**src/rtl/cam_match_pkg.sv**
```systemverilog
package cam_match_pkg;
  typedef enum logic [2:0] {
    OP_IDLE    = 3'd0,
    OP_WR_IDX  = 3'd1,
    OP_WR_FREE = 3'd2,
    OP_CLR_IDX = 3'd3,
    OP_CLR_HIT = 3'd4,
    OP_CMP     = 3'd5,
    OP_ADV     = 3'd6
  } cam_op_e;
endpackage

```
**src/rtl/cam_rst_sync.sv**
```systemverilog
module cam_rst_sync (
  input  logic clk,
  input  logic rst_n,
  output logic rst_sync_n
);
  logic [1:0] stage_q;

  always_ff @(posedge clk or negedge rst_n) begin
    if (!rst_n) stage_q <= 2'b00;
    else        stage_q <= {stage_q[0], 1'b1};
  end

  assign rst_sync_n = stage_q[1];
endmodule

```
**src/rtl/cam_store.sv**
```systemverilog
module cam_store #(
  parameter int DEPTH  = 16,
  parameter int WIDTH  = 64,
  parameter int ADDR_W = $clog2(DEPTH)
) (
  input  logic                         clk,
  input  logic                         rst_n,
  input  logic                         wr_en,
  input  logic [ADDR_W-1:0]            wr_idx,
  input  logic [WIDTH-1:0]             wr_data,
  input  logic [DEPTH-1:0]             clr_vec,
  output logic [DEPTH-1:0][WIDTH-1:0]  words,
  output logic [DEPTH-1:0]             valid
);
  logic [DEPTH-1:0] valid_q;
  logic [DEPTH-1:0] valid_d;

  for (genvar g = 0; g < DEPTH; g++) begin : g_row
    logic [WIDTH-1:0] row_q;
    logic             row_we;
    assign row_we = wr_en && (wr_idx == ADDR_W'(g));
    always_ff @(posedge clk) begin
      if (row_we) row_q <= wr_data;
    end
    assign words[g] = row_q;
  end

  always_comb begin
    valid_d = valid_q & ~clr_vec;
    if (wr_en) valid_d[wr_idx] = 1'b1;
  end

  always_ff @(posedge clk or negedge rst_n) begin
    if (!rst_n) valid_q <= '0;
    else        valid_q <= valid_d;
  end

  assign valid = valid_q;
endmodule

```
**src/rtl/cam_compare.sv**
```systemverilog
module cam_compare #(
  parameter int DEPTH = 16,
  parameter int WIDTH = 64
) (
  input  logic [DEPTH-1:0][WIDTH-1:0] words,
  input  logic [DEPTH-1:0]            valid,
  input  logic [WIDTH-1:0]            key,
  input  logic [WIDTH-1:0]            mask,
  output logic [DEPTH-1:0]            hit_vec
);
  for (genvar g = 0; g < DEPTH; g++) begin : g_cmp
    assign hit_vec[g] = valid[g] && (((words[g] ^ key) & ~mask) == '0);
  end
endmodule

```
**src/rtl/cam_prio.sv**
```systemverilog
module cam_prio #(
  parameter int DEPTH  = 16,
  parameter int ADDR_W = $clog2(DEPTH)
) (
  input  logic [DEPTH-1:0]  req,
  output logic [ADDR_W-1:0] first,
  output logic              any
);
  always_comb begin
    first = '1;
    any   = 1'b0;
    for (int i = DEPTH - 1; i >= 0; i--) begin
      if (req[i]) begin
        first = ADDR_W'(i);
        any   = 1'b1;
      end
    end
  end
endmodule

```
**src/rtl/cam_match_top.sv**
```systemverilog
module cam_match_top #(
  parameter int DEPTH  = 16,
  parameter int WIDTH  = 64,
  parameter int ADDR_W = $clog2(DEPTH)
) (
  input  logic              clk,
  input  logic              rst_n,
  input  logic              sel,
  input  logic [2:0]        op,
  input  logic [ADDR_W-1:0] idx,
  input  logic [WIDTH-1:0]  key,
  input  logic [WIDTH-1:0]  mask,
  input  logic              match_in_n,
  input  logic              full_in_n,
  output logic              match_n,
  output logic              multi_n,
  output logic              full_n,
  output logic [ADDR_W-1:0] hit_addr,
  output logic [ADDR_W-1:0] free_addr
);
  import cam_match_pkg::*;

  localparam logic [DEPTH-1:0] ONE_V = DEPTH'(1);

  logic                        rst_i_n;
  logic [DEPTH-1:0][WIDTH-1:0] words;
  logic [DEPTH-1:0]            valid;
  logic [DEPTH-1:0]            cmp_vec;
  logic [DEPTH-1:0]            hit_q;
  logic [DEPTH-1:0]            hit_d;
  logic                        hit_en;
  logic                        wr_en;
  logic [ADDR_W-1:0]           wr_idx;
  logic [DEPTH-1:0]            clr_vec;
  logic                        hit_any;
  logic                        free_any;
  logic                        loc_multi;
  logic                        loc_full;
  cam_op_e                     op_e;

  assign op_e = cam_op_e'(op);

  cam_rst_sync u_rst (
    .clk        (clk),
    .rst_n      (rst_n),
    .rst_sync_n (rst_i_n)
  );

  cam_store #(.DEPTH(DEPTH), .WIDTH(WIDTH), .ADDR_W(ADDR_W)) u_store (
    .clk     (clk),
    .rst_n   (rst_i_n),
    .wr_en   (wr_en),
    .wr_idx  (wr_idx),
    .wr_data (key),
    .clr_vec (clr_vec),
    .words   (words),
    .valid   (valid)
  );

  cam_compare #(.DEPTH(DEPTH), .WIDTH(WIDTH)) u_cmp (
    .words   (words),
    .valid   (valid),
    .key     (key),
    .mask    (mask),
    .hit_vec (cmp_vec)
  );

  cam_prio #(.DEPTH(DEPTH), .ADDR_W(ADDR_W)) u_hit_enc (
    .req   (hit_q),
    .first (hit_addr),
    .any   (hit_any)
  );

  cam_prio #(.DEPTH(DEPTH), .ADDR_W(ADDR_W)) u_free_enc (
    .req   (~valid),
    .first (free_addr),
    .any   (free_any)
  );

  assign loc_full = !free_any;

  // Store control: writes and invalidates, gated by device select
  always_comb begin
    wr_en   = 1'b0;
    wr_idx  = idx;
    clr_vec = '0;
    if (sel) begin
      unique case (op_e)
        OP_WR_IDX:  wr_en = 1'b1;
        OP_WR_FREE: begin
          wr_en  = !full_in_n && !loc_full;
          wr_idx = free_addr;
        end
        OP_CLR_IDX: clr_vec = ONE_V << idx;
        OP_CLR_HIT: clr_vec = cmp_vec;
        default: ;
      endcase
    end
  end

  // Match latch next state
  always_comb begin
    hit_en = 1'b0;
    hit_d  = hit_q;
    if (op_e == OP_CMP) begin
      hit_en = 1'b1;
      hit_d  = sel ? cmp_vec : '0;
    end else if (op_e == OP_ADV && sel) begin
      hit_en = 1'b1;
      hit_d  = hit_q & (hit_q - ONE_V);
    end
  end

  always_ff @(posedge clk or negedge rst_i_n) begin
    if (!rst_i_n)    hit_q <= '0;
    else if (hit_en) hit_q <= hit_d;
  end

  // Flags with cascade qualification
  assign loc_multi = |(hit_q & (hit_q - ONE_V));
  assign match_n   = match_in_n && !hit_any;
  assign multi_n   = match_in_n ? !loc_multi : !hit_any;
  assign full_n    = full_in_n || !loc_full;


  multi_implies_match_chk: assert property (@(posedge clk) disable iff (!rst_i_n)
    !multi_n |-> !match_n);


  desel_clear_chk: assert property (@(posedge clk) disable iff (!rst_i_n)
    (op == 3'd5 && !sel) |=> (hit_q == '0));


  hold_hit_chk: assert property (@(posedge clk) disable iff (!rst_i_n)
    (op <= 3'd4) |=> $stable(hit_q));


  advance_one_chk: assert property (@(posedge clk) disable iff (!rst_i_n)
    (op == 3'd6 && sel && hit_q != '0) |=>
      ($countones(hit_q) == $countones($past(hit_q)) - 1));


  full_suppress_chk: assert property (@(posedge clk) disable iff (!rst_i_n)
    (op == 3'd2 && (&valid)) |=> $stable(valid));


  free_slot_chk: assert property (@(posedge clk) disable iff (!rst_i_n)
    !(&valid) |-> !valid[free_addr]);
endmodule

```
**config.mk**
```make
export PLATFORM = sky130hd
export DESIGN_NAME = cam_match_top
export DESIGN_NICKNAME = d
export VERILOG_FILES = /design/src/rtl/cam_match_pkg.sv /design/src/rtl/cam_rst_sync.sv /design/src/rtl/cam_store.sv /design/src/rtl/cam_compare.sv /design/src/rtl/cam_prio.sv /design/src/rtl/cam_match_top.sv
export SDC_FILE = /design/constraint.sdc
export NUM_CORES = 2
export LEC_CHECK = 0
export ABC_AREA = 1
export BUFFER_PORTS_ARGS = -buffer_cell sky130_fd_sc_hd__buf_2
export CORE_MARGIN = 2
export CORE_UTILIZATION = 65
export DETAILED_ROUTE_END_ITERATION = 6
export GPL_ROUTABILITY_DRIVEN = 0
export MAX_ROUTING_LAYER = met4
export PLACE_DENSITY = 0.94
export SLEW_MARGIN = 20
export SYNTH_ARGS = -nofsm -noshare
export SYNTH_HDL_FRONTEND = slang
export SYNTH_SLANG_ARGS = --single-unit
```
**constraint.sdc**
```tcl
create_clock -name clk -period 2.43 [get_ports clk]
set_input_delay 0.243 -clock clk [delete_from_list [all_inputs] [get_ports clk]]
set_output_delay 0.243 -clock clk [all_outputs]
set_load 0.02 [all_outputs]
```
==> flow_summary_export.csv, run 1 <==
group,metric,value,unit
global_route,grt_overflow,283,
placed_design,place.port_buffers,150,
synth,async_flop_share,3.21,%
synth,synth_top_family_by_area,"simple AND/OR/NAND/NOR gates",
synth,yosys.area_share.simple,24.8,%
synth,synthMuxAreaShare,0,%
floorplan,num_io_pins,151,
clock_tree,cts_root_buf,"clkbuf_16",
clock_tree,htree_levels,3,
synth,synth_ff_type,"edfxtp_1",
synth,ys_ff_latch,1058,
floorplan,dieWidth,284,um
global_route,grt_max_degree,48,
clock_tree,numClockSinks,1058,
synth,synth_area,50800,um2
floorplan,start_util,65.6,%
clock_tree,clockBufferDepth,3,
run_status,stop_error,"[ERROR GRT-0232] Routing congestion too high. Check the congestion heatmap in the GUI.",
placed_design,hpwlAfterDp,99700,um
synth,synth-compound-area-share,8.57,%
placed_design,placed_cell_area,55000,um2
synth,synth_warnings,0,
floorplan,die_h,284,um
synth,synthCells,5521,
run_status,flow.stopped_at,"global routing",
global_route,grt.total_usage,83.8,%
synth,yosysUniqueCellTypes,40,
synth,synth_xor_xnor_area_share,0.431,%
run_status,status,"stopped before the end",
synth,syn_nets,5661,
synth,synth_fa_ha_area_share,0,%
synth,postSynthAreaPerCell,9.21,um2
clock_tree,cts_buffers,101,
floorplan,rows,102,
synth,synth_edf_count,1024,
synth,yosysSeqAreaShare,62.2,%
metal layers:
metal / GRT overflow / track usage [%]
met4: 79 / 78.1
met5: - / -
met1: 37 / 80.4
met2: 120 / 93.1
met3: 47 / 79.7
cell families after synthesis:
family	Yosys count
AOI/OAI and AO/OA	860
and+or+nand+nor	3119
other	1
buffers and inverters	458
xor gates and xnor gates	25
DFF	1058
repair_timing:
item | in CTS
setup endpoints to repair | 1026
pin swaps | 32
gates cloned | 60
setup buffers | 127
resized for setup | 186
hold buffers | 37
hold endpoints to repair | 93
synthesized netlist by cell type (3+ instances only):
cell type  instances  area (um2)
xnor2_1           25         219
o21ai_1           41         205
nand4_1          262        1640
a21oi_1          402        2010
edfxtp_1        1024       30700
o21ai_0          397        1990
o21ai_2            4        35.0
nand3_1           76         380
inv_2              3        11.3
nand3b_1           9        67.6
o22ai_1            7        43.8
nor2_2             7        43.8
nand2_1         1430        5370
or2_0              4        25.0
dfrtp_1           34         851
nor3_1            14        70.1
buf_2            192         961
clkbuf_2          58         290
buf_4              3        22.5
inv_1            130         488
clkbuf_1          66         248
or2_2              4        25.0
nor2_1          1304        4890
through the flow:
step	hold WS [ns]	utilization, %	worst slack, ns	setup TNS (ns)	instances
4_1_cts	0.000140	80.4	-0.596	-127.89	7132
2_1_floorplan	-0.0526	-	-0.335	-325.97	5521
3_3_place_gp	0.0323	71.0	-0.0129	-0.129	6720
3_5_place_dp	0.0355	71.0	-0.165	-35.55	6720
==> run 2: changes to the inputs <==
--- a/config.mk
+++ b/config.mk
@@ -8,11 +8,10 @@
 export ABC_AREA = 1
 export BUFFER_PORTS_ARGS = -buffer_cell sky130_fd_sc_hd__buf_2
 export CORE_MARGIN = 2
-export CORE_UTILIZATION = 65
+export CORE_UTILIZATION = 40
 export DETAILED_ROUTE_END_ITERATION = 6
 export GPL_ROUTABILITY_DRIVEN = 0
-export MAX_ROUTING_LAYER = met4
-export PLACE_DENSITY = 0.94
+export PLACE_DENSITY_LB_ADDON = 0.15
 export SLEW_MARGIN = 20
 export SYNTH_ARGS = -nofsm -noshare
 export SYNTH_HDL_FRONTEND = slang
==> run 2 against run 1 <==
Effect of this change: the flow now finishes, with violations (DRC, setup timing); synthesized cell count unchanged; synthesized area unchanged.
==> flow_summary_export.csv, run 2 <==
group,metric,value,unit
synth,synthCells,5521,
sta,drv_slew,0,
worst_setup_path,crit_chain,"nor2_2 -> inv_2 -> nor2_4 -> nand2_2 -> inv_2 -> nand4_1 -> nor2_2 -> nor2_1 -> nor4_1 -> nand4_1 -> o21ai_1 -> buf_4",
synth,async_flop_share,3.21,%
power,combPwrFrac,10.4,%
route,wl_per_cell,21.2,um
synth,yosys-top-cells-count,"1430 x nand2_1, 1304 x nor2_1, 1024 x edfxtp_1",
sta,finalCriticalPeriod,3.00,ns
route,drtAntennaViolNets,0,
floorplan,die_h,360,um
global_route,grt_max_degree,37,
synth,netlist_top_cells_area,"edfxtp_1 60%, nand2_1 11%, nor2_1 9.6%, a21oi_1 4.0%, o21ai_0 3.9%",
power,switchingPower,0.0104,W
synth,synth_warnings,0,
layout,area_delta_synth_final,27.0,%
route,vias,41400,
floorplan,dieWidth,360,um
clock_tree,cts_buffers,118,
global_route,antenna_found_initial,8,
route,via_per_inst,5.25,
placed_design,place.port_buffers,150,
worst_setup_path,slowest_stage,"dfrtp_1",
synth,yosysMostFrequentCell,"nand2_1",
sta,clock_skew,0.0424,ns
synth,synth_top_cell_area_share,60.5,%
clock_tree,numClockSinks,1058,
run_status,status,"finished, violations left",
route,wl,167000,um
floorplan,start_util,40.4,%
layout,final_common_cell,"nand2_1",
worst_setup_path,reg2reg_from,"u_store.valid[0]$_DFF_PN0_",
synth,synth_edf_count,1024,
flow_run,maxCapViolations,0,
layout,fin_nets,6272,
min_path,min_from,"idx[2]",
sta,worstMarginPinSlew,0.723,ns
sta,setup_tns,-163.13,ns
sta,fmax,333,MHz
synth,yosysUniqueCellTypes,40,
worst_setup_path,end_kind,"output pin",
clock_tree,clockBufferDepth,3,
layout,design_area,64600,um2
layout,fin_util,51.3,%
clock_tree,cts_root_buf,"clkbuf_16",
worst_setup_path,critPathKind,"reg2out",
worst_setup_path,ff2ff_path_depth,14,
power,swShare,24.5,%
synth,synth_top_cell_by_area,"edfxtp_1",
sta,hold_viol,0,
power,powerDensity,658,nW/um2
power,clkPwrFrac,41.8,%
placed_design,hpwlAfterDp,98600,um
sta,finalSetupViolations,991,
synth,synth_area,50800,um2
clock_tree,clk_pin_slew,0.06,ns
clock_tree,cts_tree,"built",
synth,yosysSeqAreaShare,62.2,%
worst_setup_path,crit_start,"hit_q[0]$_DFFE_PN0P_",
worst_setup_path,path_depth,12,
synth,postSynthAreaPerCell,9.21,um2
power,irDropWorstVdd,0.000616,V
min_path,hold_class,"in2reg",
worst_setup_path,cp_slowest_stage_delay,0.41,ns
run_status,violations,"DRC, setup timing",
route,drt_iter0_drc,4565,
sta,postLayoutSetupSlackWorst,-0.569,ns
min_path,whs_path_depth,7,
synth,synth_ff_type,"edfxtp_1",
synth,syn_nets,5661,
route,drt-pass1-iter-count,7,
worst_setup_path,start_kind,"flop",
sta,slew_headroom,51.5,%
layout,largest-register,"u_store.g_row.row_q",
clock_tree,htree_levels,3,
worst_setup_path,worstPathMaxFanout,4,
worst_setup_path,critPathRequiredTime,2.19,ns
placed_design,dp_slack,-0.237,ns
floorplan,rows,130,
worst_setup_path,cp.arrival,2.76,ns
floorplan,core,126000,um2
sta,min_period_over_period,123,%
global_route,grt_overflow,0,
layout,mostFrequentLayoutCells,"1423 x nand2_1, 1299 x nor2_1, 1024 x edfxtp_1, 401 x a21oi_1, 396 x o21ai_0",
synth,ys_ff_latch,1058,
floorplan,num_io_pins,151,
clock_tree,clk_latency,0.75,ns
global_route,grt_pass1_vias,36500,
sta,grt_setup_unrepaired,"yes",
power,power_frac_seq,47.8,%
sta,holdWs,0.0735,ns
route,drc,7,
power,leakage,24.2,nW
global_route,grt.total_usage,23.4,%
power,intPower,0.0320,W
layout,drive_above_1_share,15.8,%
worst_setup_path,cp_num_buf_inv,3,
worst_setup_path,cp_top_family,"simple AND/OR/NAND/NOR gates",
placed_design,placed_cell_area,56600,um2
layout,largest_reg_flops,1024,
global_route,grt_pass1_wl,230000,um
floorplan,die-area,130000,um2
[run 2: cell counts after synthesis]
No cell type changed its count.
[run 2: final timing paths]
path	slack [ns]	endpoint
max in group asynchronous	1.72	hit_q[13]$_DFFE_PN0P_
hold reg to reg	0.30	u_store.valid[13]$_DFF_PN0_
hold / removal	0.07	u_store.valid[10]$_DFF_PN0_
setup / recovery	-0.57	multi_n
setup reg to reg	-0.37	u_store.g_row[13].row_q[6]$_DFFE_PP_
min in group asynchronous	0.30	u_store.valid[13]$_DFF_PN0_
[run 2: through the flow]
stage | std cells | power [W]
4_1_cts | 7801 | 0.0426
3_3_place_gp | 7429 | 0.0247
3_5_place_dp | 7429 | 0.0248
5_1_grt | 7884 | 0.0439
2_1_floorplan | 5521 | 0.0229
6_report | 7884 | 0.0425
[run 2: kinds of logic (layout without fill, tap and decap cells)]
kind of cell	count (synthesis)	count (layout)	share of synthesized area, %
flops	1058	1058	62.2
other cells	1	4	0.00738
buf+inv	458	1168	4.05
xor+xnor	25	25	0.431
compound gates	860	860	8.57
simple gates	3119	3119	24.8
[run 2: worst reg2reg max path: stages (launching register included)]
cell and delay [ns]:
dfrtp_1 0.35, nand4_1 0.19, nor2_4 0.17, inv_2 0.06
nor3_4 0.30, o32ai_4 0.21, buf_12 0.17, nand3b_4 0.08
nor2_4 0.05, buf_6 0.13, nand4_1 0.16, clkinvlp_4 0.18
buf_8 0.18, buf_12 0.15, buf_16 0.16
[run 2: cell type report]
type                       instances  area [um2]
sequential                      1058       31600
multi-input combinational       4005       17400
inverter                         135         569
fill                           11300       61300
clock buffer                     146        3110
clock inverter                    73         647
tap                             1650        2060
timing repair buffer             814        9150
antenna                            3        7.51
[run 2: what timing repair did]
action                                 CTS  global route
resized for setup                       95           101
hold buffers                            66             0
setup endpoints to repair              888          1037
buffers inserted                        61            37
pin swaps                               18            21
cloned                                  28            60
endpoints found under the hold margin  420             0
[run 2: power by group through the flow]
stage	logic [W]	clock network (W)	registers [W]
global placement	0.00405	0	0.0207
detailed placement	0.00410	0	0.0207
finish	0.00444	0.0177	0.0203
CTS	0.00434	0.0180	0.0203
floorplan	0.00219	0	0.0207
global route	0.00488	0.0188	0.0203
[run 2: routing by layer]
layer  GRT usage, %  share of wire [%]
met5              0              0.034
met4           6.49                2.6
met3           2.98                7.3
met2           36.7                 45
met1           34.0                 45
No activity file was read; power rests on OpenSTA's default activity.
